## config.mk

```make
export PLATFORM = sky130hd
export DESIGN_NAME = trig_sync_top
export DESIGN_NICKNAME = d
export VERILOG_FILES = /design/src/rtl/trig_sync_pkg.sv /design/src/rtl/tsync_divider.sv /design/src/rtl/tsync_launch.sv /design/src/rtl/tsync_capture.sv /design/src/rtl/tsync_play.sv /design/src/rtl/trig_sync_top.sv
export SDC_FILE = /design/constraint.sdc
export NUM_CORES = 1
export LEC_CHECK = 0
export ABC_AREA = 1
export ABC_CLOCK_PERIOD_IN_PS = 5050
export BUFFER_PORTS_ARGS = -buffer_cell sky130_fd_sc_hd__buf_2
export CAP_MARGIN = 20
export CORE_ASPECT_RATIO = 1.2
export CORE_UTILIZATION = 50
export DETAILED_ROUTE_END_ITERATION = 8
export PLACE_DENSITY = 0.85
export RECOVER_POWER = 50
export SYNTH_ARGS = -nofsm -noshare
export SYNTH_HDL_FRONTEND = slang
export SYNTH_SLANG_ARGS = --single-unit
export TNS_END_PERCENT = 5
```

## constraint.sdc

```tcl
create_clock -name clk -period 5.05 [get_ports clk]
set_input_delay 0.7575 -clock clk [delete_from_list [all_inputs] [get_ports clk]]
set_output_delay 0.7575 -clock clk [all_outputs]
set_load 0.03 [all_outputs]
```

## src/rtl/trig_sync_pkg.sv

```systemverilog
// Shared types for the start trigger synchronizer.
// Assumes nothing beyond IEEE 1800-2017 package support.
package trig_sync_pkg;

    // Playback controller states
    typedef enum logic [1:0] {
        PS_IDLE    = 2'd0,
        PS_PENDING = 2'd1,
        PS_PLAYING = 2'd2
    } play_state_t;

endpackage

```

## src/rtl/tsync_divider.sv

```systemverilog
// Trigger-clock divider: counts sample cycles through a period of 2*H,
// high for phases 0..H-1 and low for H..2H-1. H is div_half clamped up to
// MIN_HALF. align_load presets the phase; out-of-range offsets load 0.
// Assumes div_half changes only when the phase may be disturbed.
module tsync_divider #(
    parameter int DIV_W    = 8,
    parameter int MIN_HALF = 5
) (
    input  logic             clk,
    input  logic             rst_n,
    input  logic [DIV_W-1:0] div_half,
    input  logic             align_load,
    input  logic [DIV_W:0]   align_ofs,
    output logic             tclk,
    output logic             rise_stb,
    output logic             fall_stb
);
    localparam int CNT_W = DIV_W + 1;

    logic [DIV_W-1:0] half_eff;
    logic [CNT_W-1:0] period;
    logic [CNT_W-1:0] cnt;

    // Clamp the half period and derive the full period
    always_comb begin
        half_eff = (div_half < DIV_W'(MIN_HALF)) ? DIV_W'(MIN_HALF) : div_half;
        period   = {half_eff, 1'b0};
    end

    // Phase counter with preset and wrap
    always_ff @(posedge clk) begin
        if (!rst_n) begin
            cnt <= '0;
        end else if (align_load) begin
            cnt <= (align_ofs < period) ? align_ofs : '0;
        end else if (cnt >= period - 1'b1) begin
            cnt <= '0;
        end else begin
            cnt <= cnt + 1'b1;
        end
    end

    assign tclk     = (cnt < {1'b0, half_eff});
    assign rise_stb = (cnt == '0);
    assign fall_stb = (cnt == {1'b0, half_eff});
endmodule

```

## src/rtl/tsync_launch.sv

```systemverilog
// Master launcher: on a trigger-clock falling edge, with enable and arm set
// and no pulse yet sent for this arm, raises the line for one full
// trigger-clock period (falling edge to falling edge). Re-arming needs arm
// to drop first.
module tsync_launch (
    input  logic clk,
    input  logic rst_n,
    input  logic enable,
    input  logic arm,
    input  logic fall_stb,
    output logic line_q
);
    logic sent;

    // Launch, hold and end the line pulse; track one pulse per arm
    always_ff @(posedge clk) begin
        if (!rst_n) begin
            line_q <= 1'b0;
            sent   <= 1'b0;
        end else begin
            if (!arm) begin
                sent <= 1'b0;
            end
            if (fall_stb) begin
                if (line_q) begin
                    line_q <= 1'b0;
                end else if (enable && arm && !sent) begin
                    line_q <= 1'b1;
                    sent   <= 1'b1;
                end
            end
        end
    end
endmodule

```

## src/rtl/tsync_capture.sv

```systemverilog
// Line receiver: SYNC_STAGES-flop synchronizer on the asynchronous trigger
// line plus a rising-edge detector behind it. Assumes line pulses last
// several sample cycles.
module tsync_capture #(
    parameter int SYNC_STAGES = 2
) (
    input  logic clk,
    input  logic rst_n,
    input  logic line_in,
    output logic edge_stb
);
    localparam int SH_W = SYNC_STAGES + 1;

    logic [SH_W-1:0] sh;

    // Synchronizer chain with one extra stage for edge detection
    always_ff @(posedge clk) begin
        if (!rst_n) begin
            sh <= '0;
        end else begin
            sh <= {sh[SH_W-2:0], line_in};
        end
    end

    assign edge_stb = sh[SH_W-2] & ~sh[SH_W-1];
endmodule

```

## src/rtl/tsync_play.sv

```systemverilog
// Playback controller: an edge arms a pending start; the next trigger-clock
// rising edge issues a one-cycle start and enters playback; stop returns to
// idle. Edges seen while pending or playing are ignored. The playback
// address starts at the rotated start point and wraps at wave_len.
// Assumes |rot_ofs| < wave_len and both stable during playback.
module tsync_play
    import trig_sync_pkg::*;
#(
    parameter int AW = 6
) (
    input  logic          clk,
    input  logic          rst_n,
    input  logic          edge_stb,
    input  logic          rise_stb,
    input  logic          stop,
    input  logic [AW-1:0] wave_len,
    input  logic [AW:0]   rot_ofs,
    output logic          start_pulse,
    output logic          playing,
    output logic [AW-1:0] play_addr
);
    play_state_t   state;
    logic [AW:0]   wrap_sum;
    logic [AW-1:0] start_addr;
    logic          at_last;

    // Rotated start point and end-of-waveform test
    always_comb begin
        wrap_sum   = {1'b0, wave_len} + rot_ofs;
        start_addr = rot_ofs[AW] ? wrap_sum[AW-1:0] : rot_ofs[AW-1:0];
        at_last    = (play_addr == wave_len - 1'b1);
    end

    // State sequencing, start strobe and address stepping
    always_ff @(posedge clk) begin
        if (!rst_n) begin
            state       <= PS_IDLE;
            start_pulse <= 1'b0;
            play_addr   <= '0;
        end else begin
            start_pulse <= 1'b0;
            case (state)
                PS_IDLE: begin
                    if (edge_stb) begin
                        state <= PS_PENDING;
                    end
                end
                PS_PENDING: begin
                    if (stop) begin
                        state <= PS_IDLE;
                    end else if (rise_stb) begin
                        state       <= PS_PLAYING;
                        start_pulse <= 1'b1;
                        play_addr   <= start_addr;
                    end
                end
                PS_PLAYING: begin
                    if (stop) begin
                        state <= PS_IDLE;
                    end else begin
                        play_addr <= at_last ? '0 : play_addr + 1'b1;
                    end
                end
                default: state <= PS_IDLE;
            endcase
        end
    end

    assign playing = (state == PS_PLAYING);
endmodule

```

## src/rtl/trig_sync_top.sv

```systemverilog
// Start trigger synchronizer top: divider, master launcher, line capture
// and playback controller. trig_in is the shared line as seen at this
// module, and includes this module's own trig_out when it is the master.
module trig_sync_top #(
    parameter int DIV_W       = 8,
    parameter int MIN_HALF    = 5,
    parameter int SYNC_STAGES = 2,
    parameter int AW          = 6
) (
    input  logic             clk,
    input  logic             rst_n,
    input  logic [DIV_W-1:0] div_half,
    input  logic             align_load,
    input  logic [DIV_W:0]   align_ofs,
    input  logic             is_master,
    input  logic             arm,
    input  logic             trig_in,
    output logic             trig_out,
    output logic             tclk,
    input  logic             stop,
    input  logic [AW-1:0]    wave_len,
    input  logic [AW:0]      rot_ofs,
    output logic             start_pulse,
    output logic             playing,
    output logic [AW-1:0]    play_addr
);
    logic rise_stb;
    logic fall_stb;
    logic edge_stb;

    tsync_divider #(.DIV_W(DIV_W), .MIN_HALF(MIN_HALF)) u_div (
        .clk        (clk),
        .rst_n      (rst_n),
        .div_half   (div_half),
        .align_load (align_load),
        .align_ofs  (align_ofs),
        .tclk       (tclk),
        .rise_stb   (rise_stb),
        .fall_stb   (fall_stb)
    );

    tsync_launch u_launch (
        .clk      (clk),
        .rst_n    (rst_n),
        .enable   (is_master),
        .arm      (arm),
        .fall_stb (fall_stb),
        .line_q   (trig_out)
    );

    tsync_capture #(.SYNC_STAGES(SYNC_STAGES)) u_cap (
        .clk      (clk),
        .rst_n    (rst_n),
        .line_in  (trig_in),
        .edge_stb (edge_stb)
    );

    tsync_play #(.AW(AW)) u_play (
        .clk         (clk),
        .rst_n       (rst_n),
        .edge_stb    (edge_stb),
        .rise_stb    (rise_stb),
        .stop        (stop),
        .wave_len    (wave_len),
        .rot_ofs     (rot_ofs),
        .start_pulse (start_pulse),
        .playing     (playing),
        .play_addr   (play_addr)
    );
endmodule

```

==> impl_metrics.prom <==
# TYPE chip_impl_metric gauge
chip_impl_metric{name="cp_max_fo",unit=""} 9
chip_impl_info{name="cts.root.buffer_cell",value="sky130_fd_sc_hd__clkbuf_8"} 1
chip_impl_metric{name="finalHoldViolations",unit=""} 0
chip_impl_metric{name="worst_slew_pin_slew",unit="ns"} 0.989
chip_impl_metric{name="die_height",unit="um"} 76.6
chip_impl_metric{name="syn2layout_area_growth",unit="%"} 13.5
chip_impl_metric{name="first_pass_grt_wire_length",unit="mm"} 8.99
chip_impl_metric{name="grt_pass1_vias",unit=""} 2183
chip_impl_metric{name="place_hpwl",unit="mm"} 4.44
chip_impl_metric{name="fin_worst_hold_slack",unit="ns"} 0.422
chip_impl_info{name="critical_setup_path_kind",value="in2reg"} 1
chip_impl_metric{name="report.final.setup_viol",unit=""} 0
chip_impl_metric{name="insertion_delay",unit="ns"} 0.26
chip_impl_metric{name="cts_hold_repair.buffers",unit=""} 0
chip_impl_info{name="ys_dominant_reg_cell",value="sky130_fd_sc_hd__dfxtp_1"} 1
chip_impl_metric{name="fp.coreArea",unit="sq mm"} 0.00436
chip_impl_metric{name="fillers",unit=""} 435
chip_impl_metric{name="die_w",unit="um"} 64.1
chip_impl_metric{name="multi_input_area",unit="sq mm"} 0.00163
chip_impl_metric{name="yosysWarningCount",unit=""} 0
chip_impl_metric{name="grt_overflow",unit=""} 0
chip_impl_info{name="cts_tree",value="yes"} 1
chip_impl_metric{name="peakVddDrop",unit="V"} 0.000101
chip_impl_metric{name="gr-usage-all-layers",unit="%"} 22.8
chip_impl_metric{name="post_layout_nonfiller_instances",unit=""} 440
chip_impl_metric{name="timing.clock.skew",unit="ns"} 0.00370
chip_impl_metric{name="power_per_cell_area",unit="mW/mm^2"} 177
chip_impl_metric{name="synth-seq-area-share",unit="%"} 19.9
chip_impl_metric{name="mappedNetlistNets",unit=""} 407
chip_impl_metric{name="hold_crit_depth",unit=""} 2
chip_impl_metric{name="finalCritPeriodShare",unit="%"} 62.3
chip_impl_metric{name="grt_antenna_before_repair",unit=""} 0
chip_impl_metric{name="placed_cell_area",unit="sq mm"} 0.00260
chip_impl_info{name="critical_path.endpoint_type",value="flop"} 1
chip_impl_metric{name="dp_worst_setup_slack",unit="ns"} 1.64
chip_impl_metric{name="power.static_leakage",unit="nW"} 1.35
chip_impl_metric{name="final_nets",unit=""} 454
chip_impl_metric{name="relSlewSlack",unit="%"} 33.4
chip_impl_metric{name="initial_core_util",unit="%"} 53.2
chip_impl_info{name="yosysMostFrequentCell",value="sky130_fd_sc_hd__nand2_1"} 1
chip_impl_metric{name="top_achievable_clock_speed",unit="GHz"} 0.318
chip_impl_metric{name="grt_start_max_net_pins",unit=""} 15
chip_impl_metric{name="post-route-drc-count",unit=""} 0
chip_impl_metric{name="place_inst",unit=""} 436
chip_impl_metric{name="post_drt_wl_per_cell",unit="um"} 12.1
chip_impl_metric{name="syn_inst",unit=""} 338
chip_impl_metric{name="routed-via-count",unit=""} 2325
chip_impl_metric{name="buffer_ports.inserted",unit=""} 46
chip_impl_metric{name="timing.reg2reg.worst_path_depth",unit=""} 8
chip_impl_metric{name="cts-htree-levels",unit=""} 1
chip_impl_metric{name="critPathRequiredTime",unit="ns"} 5.24
chip_impl_metric{name="synthDistinctLibCells",unit=""} 38
chip_impl_metric{name="setup-tns-final",unit="ns"} 0
chip_impl_metric{name="synthDominantCellAreaShare",unit="%"} 19.9
chip_impl_metric{name="cts.clk_slew.worst_paths",unit="ns"} 0.08
chip_impl_metric{name="placer_congestion_estimate",unit=""} 0.822
chip_impl_metric{name="timing.final.ws_setup",unit="ns"} 1.90
chip_impl_metric{name="max_transition_viols_final",unit=""} 0
chip_impl_info{name="synth_commonest_cells",value="sky130_fd_sc_hd__nand2_1 (56), sky130_fd_sc_hd__inv_1 (50), sky130_fd_sc_hd__ha_1 (31), sky130_fd_sc_hd__nor2_1 (31), sky130_fd_sc_hd__nand3_1 (27)"} 1
chip_impl_metric{name="antenna_diode_instance_count",unit=""} 0
chip_impl_info{name="rsz0062_at_grt",value="false"} 1
chip_impl_metric{name="mappedNetlistArea",unit="sq mm"} 0.00232
chip_impl_metric{name="io_pins",unit=""} 47
chip_impl_metric{name="maxCapViolCount",unit=""} 0
chip_impl_metric{name="die-area",unit="sq mm"} 0.00491
chip_impl_metric{name="final_cell_area",unit="sq mm"} 0.00263
chip_impl_metric{name="numCtsBuffers",unit=""} 3
chip_impl_info{name="synth_area_leader_cell",value="sky130_fd_sc_hd__dfxtp_1"} 1
chip_impl_metric{name="cts_post_setup_buffers_inserted",unit=""} 0
chip_impl_info{name="hold_path.class",value="reg2reg"} 1
chip_impl_metric{name="cts.sinks",unit=""} 23
chip_impl_metric{name="timing.final.crit_period",unit="ns"} 3.15
chip_impl_metric{name="max-clock-path-buffers",unit=""} 2
chip_impl_metric{name="regArea",unit="sq um"} 460
chip_impl_metric{name="report.power.total",unit="mW"} 0.465
chip_impl_metric{name="drt_wl_total",unit="mm"} 5.31
chip_impl_metric{name="ys_ff_latch",unit=""} 23
chip_impl_info{name="synthTopCellsByArea",value="sky130_fd_sc_hd__dfxtp_1 (20%), sky130_fd_sc_hd__ha_1 (17%), sky130_fd_sc_hd__nand2_1 (9.1%)"} 1
chip_impl_metric{name="final_antenna_violating_net_count",unit=""} 0
chip_impl_metric{name="synth_async_sr_flop_share",unit="%"} 0
chip_impl_metric{name="layout-drive-gt1-share",unit="%"} 16.4
chip_impl_metric{name="layout.core_utilization",unit="%"} 60.3
chip_impl_metric{name="cts-resized-gates",unit=""} 0
chip_impl_metric{name="crit_arrival",unit="ns"} 3.33
chip_impl_metric{name="avg_synthesized_cell_area",unit="sq um"} 6.86
chip_impl_metric{name="number_of_synthesized_flops_with_an_enable_pin",unit=""} 0
chip_impl_metric{name="firstDrtPassIters",unit=""} 4
chip_impl_info{name="run_status",value="complete, no violations"} 1
chip_impl_metric{name="placementRows",unit=""} 26
chip_impl_info{name="crit_path_start_kind",value="input port"} 1
chip_impl_metric{name="viasPerCell",unit=""} 5.28
chip_impl_metric{name="drt_first_iter_violations",unit=""} 62
-- final timing paths --
check | start | endpoint | slack, ns
worst min register to register | u_cap.sh[0] | u_cap.sh[1] | 0.42
worst min-delay path | u_cap.sh[0] | u_cap.sh[1] | 0.42
worst max register to register | u_play.state[1] | u_play.play_addr[3] | 2.99
worst max-delay path | div_half[4] | u_div.cnt[3] | 1.90
-- kinds of logic (layout without fill, tap and decap cells) --
group,count (synthesis),count (layout),synth area share (%)
AO/OA/AOI/OAI,59,59,14.7
adder cells (fa/ha/maj),32,32,17.6
flip-flops,23,23,19.9
XOR/XNOR,22,22,8.32
AND/OR/NAND/NOR,142,142,29.7
buffers and inverters,60,106,9.77
-- critical path: stages --
cell and delay (ns):
sky130_fd_sc_hd__buf_2 0.12, sky130_fd_sc_hd__inv_2 0.09, sky130_fd_sc_hd__nand2_4 0.07, sky130_fd_sc_hd__nor2_4 0.10, sky130_fd_sc_hd__nand3_2 0.09, sky130_fd_sc_hd__nand2_1 0.12, sky130_fd_sc_hd__ha_1 0.20, sky130_fd_sc_hd__nand3_1 0.12
sky130_fd_sc_hd__nor2_1 0.13, sky130_fd_sc_hd__xor2_1 0.18, sky130_fd_sc_hd__ha_1 0.25, sky130_fd_sc_hd__nand2_1 0.09, sky130_fd_sc_hd__nor2_1 0.06, sky130_fd_sc_hd__nand3_1 0.07, sky130_fd_sc_hd__o2111ai_1 0.10, sky130_fd_sc_hd__nor2_1 0.45
sky130_fd_sc_hd__nand3_1 0.14, sky130_fd_sc_hd__a21oi_1 0.20
-- metal layers --
metal  global-route usage [%]  routed length, um  up-vias
met5                        0                  0        -
li1                         -                  -     1207
met4                     10.2                134        0
met1                     25.5               2190     1053
met3                     1.50                155        8
met2                     43.0               2830       57
-- registers in the layout, indices dropped and copies added (netlist names) --
name                cells
u_cap.sh                3
u_div.cnt               9
u_launch.line_q         1
u_launch.sent           1
u_play.play_addr        6
u_play.start_pulse      1
u_play.state            2
-- cell usage in the layout, fill, tap and decap left out, types with 4 or more instances in the layout --
| cell | count |
|---|---|
| sky130_fd_sc_hd__nand2_1 | 56 |
| sky130_fd_sc_hd__inv_1 | 50 |
| sky130_fd_sc_hd__buf_2 | 35 |
| sky130_fd_sc_hd__nor2_1 | 31 |
| sky130_fd_sc_hd__ha_1 | 31 |
| sky130_fd_sc_hd__nand3_1 | 27 |
| sky130_fd_sc_hd__a21oi_1 | 25 |
| sky130_fd_sc_hd__dfxtp_1 | 23 |
| sky130_fd_sc_hd__xor2_1 | 17 |
| sky130_fd_sc_hd__o21ai_0 | 13 |
| sky130_fd_sc_hd__clkbuf_1 | 11 |
| sky130_fd_sc_hd__inv_2 | 6 |
| sky130_fd_sc_hd__o21ai_1 | 5 |
| sky130_fd_sc_hd__xnor2_1 | 5 |
| sky130_fd_sc_hd__nand4_1 | 4 |
| sky130_fd_sc_hd__nor3_1 | 4 |
| sky130_fd_sc_hd__o211ai_1 | 4 |
| sky130_fd_sc_hd__a31oi_1 | 4 |
-- report_power, final --
part	internal [mW]	total [mW]	switching, mW	leakage, nW
Clock	0.0550	0.113	0.0584	0.0255
Combinational	0.0622	0.154	0.0919	1.14
Sequential	0.188	0.198	0.00944	0.187
Total	0.306	0.465	0.160	1.35
-- layout make-up --
class	count	area share, %
flip-flops and latches	23	17.5
clock buffers	3	1.57
multi-input cells	255	61.8
well taps	56	2.66
inverters	56	7.99
repair buffers	46	8.23
clock inverters	1	0.190
Power figures use the tool's default switching activity.
